--- config.mk ---
export PLATFORM = sky130hd
export DESIGN_NAME = insn_watchdog
export DESIGN_NICKNAME = d
export VERILOG_FILES = /design/src/rtl/insn_watchdog_pkg.sv /design/src/rtl/insn_watchdog_ctrl.sv /design/src/rtl/insn_watchdog_dp.sv /design/src/rtl/insn_watchdog.sv
export SDC_FILE = /design/constraint.sdc
export NUM_CORES = 1
export LEC_CHECK = 0
export ABC_AREA = 1
export BUFFER_PORTS_ARGS = -buffer_cell sky130_fd_sc_hd__buf_2
export CORE_MARGIN = 4
export CORE_UTILIZATION = 44
export CTS_CLUSTER_DIAMETER = 100
export DETAILED_ROUTE_END_ITERATION = 10
export HOLD_SLACK_MARGIN = 0.12
export PLACE_DENSITY = 0.73
export SLEW_MARGIN = 5
export SYNTH_ARGS = -nofsm -noshare
export SYNTH_HDL_FRONTEND = slang
export SYNTH_SLANG_ARGS = --single-unit
--- constraint.sdc ---
create_clock -name clk -period 1.2 [get_ports clk]
set_input_delay 0.18 -clock clk [delete_from_list [all_inputs] [get_ports clk]]
set_output_delay 0.18 -clock clk [all_outputs]
set_load 0.05 [all_outputs]
--- src/rtl/insn_watchdog_pkg.sv ---
`timescale 1ns/1ps
package insn_watchdog_pkg;

  // Strobes sent from the control FSM to the datapath each cycle.
  typedef struct packed {
    logic reload;      // restart count at zero, reset write accumulator
    logic advance;     // increment cycle count
    logic capture;     // runout detected: load code/flags, emit trap pulse
    logic clearFault;  // request to drop the sticky fault flag
  } wdStrobes_t;

  typedef enum logic {
    WD_IDLE = 1'b0,
    WD_RUN  = 1'b1
  } wdState_t;

  localparam int TCODE_W = 4;

endpackage

--- src/rtl/insn_watchdog_ctrl.sv ---
`timescale 1ns/1ps
module insn_watchdog_ctrl
  import insn_watchdog_pkg::*;
(
  input  logic       clk,
  input  logic       rstN,
  input  logic       enable,
  input  logic       insnStart,
  input  logic       insnDone,
  input  logic       faultClear,
  input  logic       atLimit,
  output wdStrobes_t strobes
);

  wdState_t state;
  wdState_t stateNext;
  logic     running;
  logic     expire;

  assign running = (state == WD_RUN);

  // Completion and restart both outrank a runout on the same edge.
  assign expire = running && enable && atLimit && !insnDone && !insnStart;

  always_comb begin
    strobes            = '0;
    strobes.reload     = insnStart;
    strobes.advance    = running && enable && !atLimit && !insnStart;
    strobes.capture    = expire;
    strobes.clearFault = faultClear;
  end

  always_comb begin
    stateNext = state;
    if (insnStart) begin
      stateNext = WD_RUN;
    end else if (running && (insnDone || expire)) begin
      stateNext = WD_IDLE;
    end
  end

  always_ff @(posedge clk) begin
    if (!rstN) begin
      state <= WD_IDLE;
    end else begin
      state <= stateNext;
    end
  end

endmodule

--- src/rtl/insn_watchdog_dp.sv ---
`timescale 1ns/1ps
module insn_watchdog_dp
  import insn_watchdog_pkg::*;
#(
  parameter int          LIMIT       = 256,
  parameter int          VEC_W       = 8,
  parameter logic [VEC_W-1:0] TRAP_VECTOR = 8'h46
) (
  input  logic               clk,
  input  logic               rstN,
  input  wdStrobes_t         strobes,
  input  logic               procBusBusy,
  input  logic               memBusBusy,
  input  logic               ioBusBusy,
  input  logic               stateWritten,
  output logic               atLimit,
  output logic               trapPulse,
  output logic [VEC_W-1:0]   trapVector,
  output logic [TCODE_W-1:0] trapCode,
  output logic               regAltered,
  output logic               procFault
);

  localparam int CNT_W = (LIMIT > 2) ? $clog2(LIMIT) : 1;
  localparam logic [CNT_W-1:0] LAST_CNT = CNT_W'(LIMIT - 1);

  logic [CNT_W-1:0]   cycleCnt;
  logic               writeSeen;
  logic [TCODE_W-1:0] busCode;

  assign atLimit = (cycleCnt == LAST_CNT);

  // Condition 1 is forced to 0 on a runout; the remaining bits name the buses.
  assign busCode = {1'b0, procBusBusy, memBusBusy, ioBusBusy};

  always_ff @(posedge clk) begin
    if (!rstN) begin
      cycleCnt <= '0;
    end else if (strobes.reload) begin
      cycleCnt <= '0;
    end else if (strobes.advance) begin
      cycleCnt <= cycleCnt + CNT_W'(1);
    end
  end

  always_ff @(posedge clk) begin
    if (!rstN) begin
      writeSeen <= 1'b0;
    end else if (strobes.reload) begin
      writeSeen <= stateWritten;
    end else if (stateWritten) begin
      writeSeen <= 1'b1;
    end
  end

  always_ff @(posedge clk) begin
    if (!rstN) begin
      trapPulse  <= 1'b0;
      trapCode   <= '0;
      regAltered <= 1'b0;
    end else begin
      trapPulse <= strobes.capture;
      if (strobes.capture) begin
        trapCode   <= busCode;
        regAltered <= writeSeen || stateWritten;
      end
    end
  end

  // Setting has priority over clearing.
  always_ff @(posedge clk) begin
    if (!rstN) begin
      procFault <= 1'b0;
    end else if (strobes.capture) begin
      procFault <= 1'b1;
    end else if (strobes.clearFault) begin
      procFault <= 1'b0;
    end
  end

  assign trapVector = trapPulse ? TRAP_VECTOR : '0;

endmodule

--- src/rtl/insn_watchdog.sv ---
`timescale 1ns/1ps
module insn_watchdog
  import insn_watchdog_pkg::*;
#(
  parameter int               LIMIT       = 256,
  parameter int               VEC_W       = 8,
  parameter logic [VEC_W-1:0] TRAP_VECTOR = 8'h46
) (
  input  logic             clk,
  input  logic             rstN,
  input  logic             enable,
  input  logic             insnStart,
  input  logic             insnDone,
  input  logic             procBusBusy,
  input  logic             memBusBusy,
  input  logic             ioBusBusy,
  input  logic             stateWritten,
  input  logic             faultClear,
  output logic             abortReq,
  output logic             trapReq,
  output logic [VEC_W-1:0] trapVector,
  output logic [3:0]       trapCode,
  output logic             regAltered,
  output logic             procFault
);

  wdStrobes_t strobes;
  logic       atLimit;
  logic       trapPulse;

  insn_watchdog_ctrl uCtrl (
    .clk        (clk),
    .rstN       (rstN),
    .enable     (enable),
    .insnStart  (insnStart),
    .insnDone   (insnDone),
    .faultClear (faultClear),
    .atLimit    (atLimit),
    .strobes    (strobes)
  );

  insn_watchdog_dp #(
    .LIMIT       (LIMIT),
    .VEC_W       (VEC_W),
    .TRAP_VECTOR (TRAP_VECTOR)
  ) uDp (
    .clk          (clk),
    .rstN         (rstN),
    .strobes      (strobes),
    .procBusBusy  (procBusBusy),
    .memBusBusy   (memBusBusy),
    .ioBusBusy    (ioBusBusy),
    .stateWritten (stateWritten),
    .atLimit      (atLimit),
    .trapPulse    (trapPulse),
    .trapVector   (trapVector),
    .trapCode     (trapCode),
    .regAltered   (regAltered),
    .procFault    (procFault)
  );

  // The abort and the trap request are one event seen by two consumers.
  assign abortReq = trapPulse;
  assign trapReq  = trapPulse;

endmodule

Yosys cells after proc, flatten, opt, wreduce, memory -nomap -nowiden
Index checks and enable logic that the tools add are counted.

operators by class
  add/subtract/negate cells = 1
  reduce and logical (&&, ||, !) cells = 16
  multiplexer cells = 7
  equal/unequal tests = 1
  bitwise logic cells = 1

operators with widths
  kind                                          number
  adder 8 x 1 -> 8 bit (second input constant)  1
  == test 8 bit (second input constant)         1
  logical AND 1 bit                             7
  2-to-1 mux 7 bit                              1
  2-to-1 mux 1 bit                              6
  nonzero test 2 bit                            3
  logical NOT 1 bit                             3
  logical OR 1 bit                              2
  OR reduction 2 bit                            1
  NOT 1 bit                                     1

word-level totals
  flip-flop bits (word level) = 16
  output and inout port bits = 16

Longest topological paths before layout
  depth in word-level cells = 8
  gate-level depth with buffers = 8

Hierarchy
A second synthesis with hierarchy kept.

unflattened totals
  cell total of the unflattened synthesis = 107
  area total of the unflattened synthesis = 775.7 um^2

modules (own cells, without submodules)
  module              cells an instance  area an instance (um^2)  times used
  insn_watchdog_dp    92                 676.9                    1
  insn_watchdog_ctrl  14                 91.3                     1
  insn_watchdog       1                  7.5                      1

Worst setup path after synthesis
No wires, ideal clock.

  path type = flip-flop to flip-flop
  from = register uDp.cycleCnt[0]
  to = register uDp.trapCode[0]
  setup slack = -0.051 ns
  arrival = 1.136 ns
  library setup time = 0.114 ns
  stages on the path, launching flop included = 9
  clock period less this slack = 1.251 ns
  cells stage by stage = dfxtp_1 -> ha_1 -> nand2_2 -> nor2_4 -> nand2_4 -> nor2_8 -> inv_4 -> nor2_1 -> nor2_1

between the ends
  cells in the longest elaborated chain, start to end = 4

RTL lines
  item                            line                      text
  start: declaration              insn_watchdog_dp.sv:27    logic [CNT_W-1:0] cycleCnt;
  start signal: assignment        insn_watchdog_dp.sv:42    cycleCnt <= cycleCnt + CNT_W'(1);
  == test 8 bit                   insn_watchdog_dp.sv:31    assign atLimit = (cycleCnt == LAST_CNT);
  logical AND 1 bit (3 in a row)  insn_watchdog_ctrl.sv:23  assign expire = running && enable && atLimit && !insnDone && !insnStart;
  end signal: assignment          insn_watchdog_dp.sv:64    trapCode <= busCode;
  end: declaration                insn_watchdog_dp.sv:19    output logic [TCODE_W-1:0] trapCode,

No other way between the ends.
A chain may end at the register's enable or synchronous reset.

Worst setup path in the final report
  from = register uDp.cycleCnt[0]
  to = register uDp.cycleCnt[0]

between the ends
  cells in the longest elaborated chain, start to end = 4

RTL lines
  item
  parallel branches: the longest is 4 deep, another holds adder 8 x 1 -> 8 bit

Several ways; the timed one is not identified.

==> out/qor.csv <==
stage,metric,value,unit
die,io pins,26,
yosys,post-synthesis sequential area ratio,0.377,
final_layout,fill cell count,161,
yosys,Yosys top cell by area,dfxtp_1,
final_layout,non-filler cells in the finished layout,174,
final_layout,antenna cells,0,
yosys,Yosys cell types,21,
detailed_routing,DRC,0,
min_path,Worst Hold Class,in -> reg,
timing,RSZ-0062 raised after global routing,yes,
power,Pwr Density,881,mW/mm2
die,die area,0.00270,mm2
cts,CTS H-Tree Depth,1,
final_layout,area grow syn2layout,33.3,%
power,leakage,0.566,nW
outcome,failing checks,setup timing,
timing,WHS,0.132,ns
final_layout,FF+latch area,324,um2
detailed_routing,Initial DRT Pass Iterations,4,
placement,DP HPWL,1.34,mm
power,Tot Pwr,997,uW
die,FP Rows,15,
timing,final setup vio count,11,
yosys,dominant cells by area after synthesis,"dfxtp_1 38%, nand2_1 10%, nor2_1 9.7%, buf_4 8.8%, inv_1 5.3%",
cts,CTS Buf Count,3,
global_routing,met1 Use GR,0.175,
detailed_routing,Via Count,760,
global_routing,vias in the first global route,734,
worst_setup_path,r2r setup slk,-0.06,ns
power,Peak VDD IR,0.666,mV
die,core footprint,0.00178,mm2
worst_setup_path,CP startpoint kind,flip-flop,
cts,CTS tree,done,
final_layout,area of the multi-input gates,474,um2
worst_setup_path,CP Class,reg -> reg,
final_layout,fin nets,161,
global_routing,total grt overflow,0,
flow_run,MaxCap Viol Count,0,
cts,Clock Latency Late Sink,0.28,ns
die,Initial Utilization,0.476,
worst_setup_path,FF-to-FF Start,uDp.cycleCnt[0],
min_path,hold path depth,3,
final_layout,"most common cell after layout, fill and taps aside",nand2_1,
placement,Placed Cells,166,
timing,final worst slack,-0.0599,ns
global_routing,largest net degree at the start of global routing,10,
timing,Setup Skew,0.00336,ns
die,Die H,51.9,um
yosys,mean area per synthesized cell,7.26,um2
global_routing,antenna violations before repair,0,
detailed_routing,post-route ant nets,0,
worst_setup_path,reg2reg path depth,8,
final_layout,final core utilization,0.635,
worst_setup_path,RR Endpoint,uDp.cycleCnt[0],
placement,PortBufs,19,
global_routing,met2 usage in global routing,0.257,
cts,CTS sink cnt,16,
worst_setup_path,Crit path required time,1.38,ns
placement,DP Worst Slack,-0.0696,ns
final_layout,fin area,0.00113,mm2
detailed_routing,DR iter-0 viols,6,
cts,Root Buffer,clkbuf_4,
timing,top achievable clock speed,794,MHz
worst_setup_path,arrival time at the worst endpoint,1.44,ns
yosys,number of synthesis warnings,0,
global_routing,met3 usage,0.0287,
outcome,status,"complete, but fails checks",
timing,setup TNS,-0.475,ns
yosys,flop and latch count out of synthesis,16,
worst_setup_path,Setup crit end kind,flip-flop,
final_layout,layout cell share with drive strength beyond 1,0.409,
detailed_routing,vias per cell,4.37,
yosys,area share of the largest cell type after synthesis,0.377,
detailed_routing,Routed WL,1.77,mm
global_routing,GRT Max-Usage Layer,met2,
die,Die Wd,51.9,um
global_routing,first-pass GRT wire length,2.99,mm
placement,placed cell areas,0.00101,mm2
timing,endpoints failing hold,0,
global_routing,Tot GR Track Use,0.147,
yosys,Mapped Area,850,um2
yosys,cells after synthesis,117,
timing,"Slew Viols, Final",0,
cts,maximum clock path buffer count,2,
placement,gpl congestion,0.785,
final_layout,"leading cell types in the layout, fill and taps excluded","21 x nand2_1, 20 x nor2_1, 19 x buf_2",
worst_setup_path,critical path peak fanout,7,
timing,crit share post-route,1.05,
detailed_routing,drt wl/cell,10.2,um
min_path,Worst Hold Launch,ioBusBusy,
cts,clk slew on worst S/H paths,0.10,ns
min_path,Hold EP,uDp.trapCode[0],
timing,fin crit period,1.26,ns
logic make-up after synthesis:
kind of cell / Yosys count / synth area share
buffers and inverters: 24 / 0.153
AND/OR/NAND/NOR: 59 / 0.334
AO/OA/AOI/OAI: 13 / 0.0854
other: 1 / 0.00441
flip-flops: 16 / 0.377
XOR/XNOR: 3 / 0.0309
adder cells (fa/ha/maj): 1 / 0.0147
layer usage:
layer | routed length [um] | up-vias
li1 | - | 407
met1 | 803 | 336
met2 | 862 | 15
met3 | 90 | 2
met4 | 14 | 0
met5 | 0 | -
synthesized netlist by cell type:
library cell   n
nand4_1        1
inv_4          1
o21ai_1        3
dfxtp_1       16
nand2_4        2
ha_1           1
buf_4         10
nor2_1        22
nor2_8         1
a21oi_1        4
a21oi_2        2
nand2_2        2
o21ai_0        4
nand2_1       23
nor2_4         2
inv_1         12
nand3_1        5
conb_1         1
nor2_2         1
xor2_1         3
inv_2          1
timing repair:
action / in CTS / in global routing
hold buffers: 2 / 0
resized for setup: 6 / 9
gates cloned: 0 / 0
pin swaps: 6 / 5
hold endpoints to repair: 2 / 0
endpoints found under the setup margin: 12 / 15
buffers inserted: 1 / 1
power breakdown:
group          total (mW)  internal [mW]  switching, mW
combinational       0.105         0.0276         0.0770
clock               0.354          0.184          0.170
sequential          0.539          0.536        0.00266
critical path, stage by stage (launching register included):
cell	delay, ns
dfxtp_2	0.37
ha_4	0.15
nand2_4	0.05
nor2_4	0.16
nand2_4	0.11
nand2_4	0.13
inv_4	0.06
nor2_1	0.08
nor2_1	0.05
flip-flops by register name, indices dropped and copies added (netlist names):
register        count
uCtrl.running       1
uDp.cycleCnt        8
uDp.procFault       1
uDp.regAltered      1
uDp.trapCode        3
uDp.trapPulse       1
uDp.writeSeen       1
how the worst max path moves through the flow:
stage	startpoint	endpoint	slack, ns	depth (start not counted)
2_1_floorplan	uDp.cycleCnt[1]	uDp.trapCode[0]	-0.04	8
4_1_cts	uDp.cycleCnt[0]	uDp.trapCode[0]	-0.03	8
5_1_grt	uDp.cycleCnt[0]	uDp.trapCode[0]	-0.14	8
3_5_place_dp	uDp.cycleCnt[1]	uDp.trapCode[1]	-0.07	8
6_report	uDp.cycleCnt[0]	uDp.cycleCnt[0]	-0.06	8
3_3_place_gp	uDp.cycleCnt[1]	uDp.trapCode[1]	-0.02	8
layout make-up:
type                            instances  area share
Clock buffer                            4      0.0320
Sequential cell                        16       0.286
Tap cell                               25      0.0276
Inverter                               14      0.0508
Timing Repair Buffer                   33       0.185
Multi-Input combinational cell         82       0.419
No activity file was read; power rests on OpenSTA's default activity.
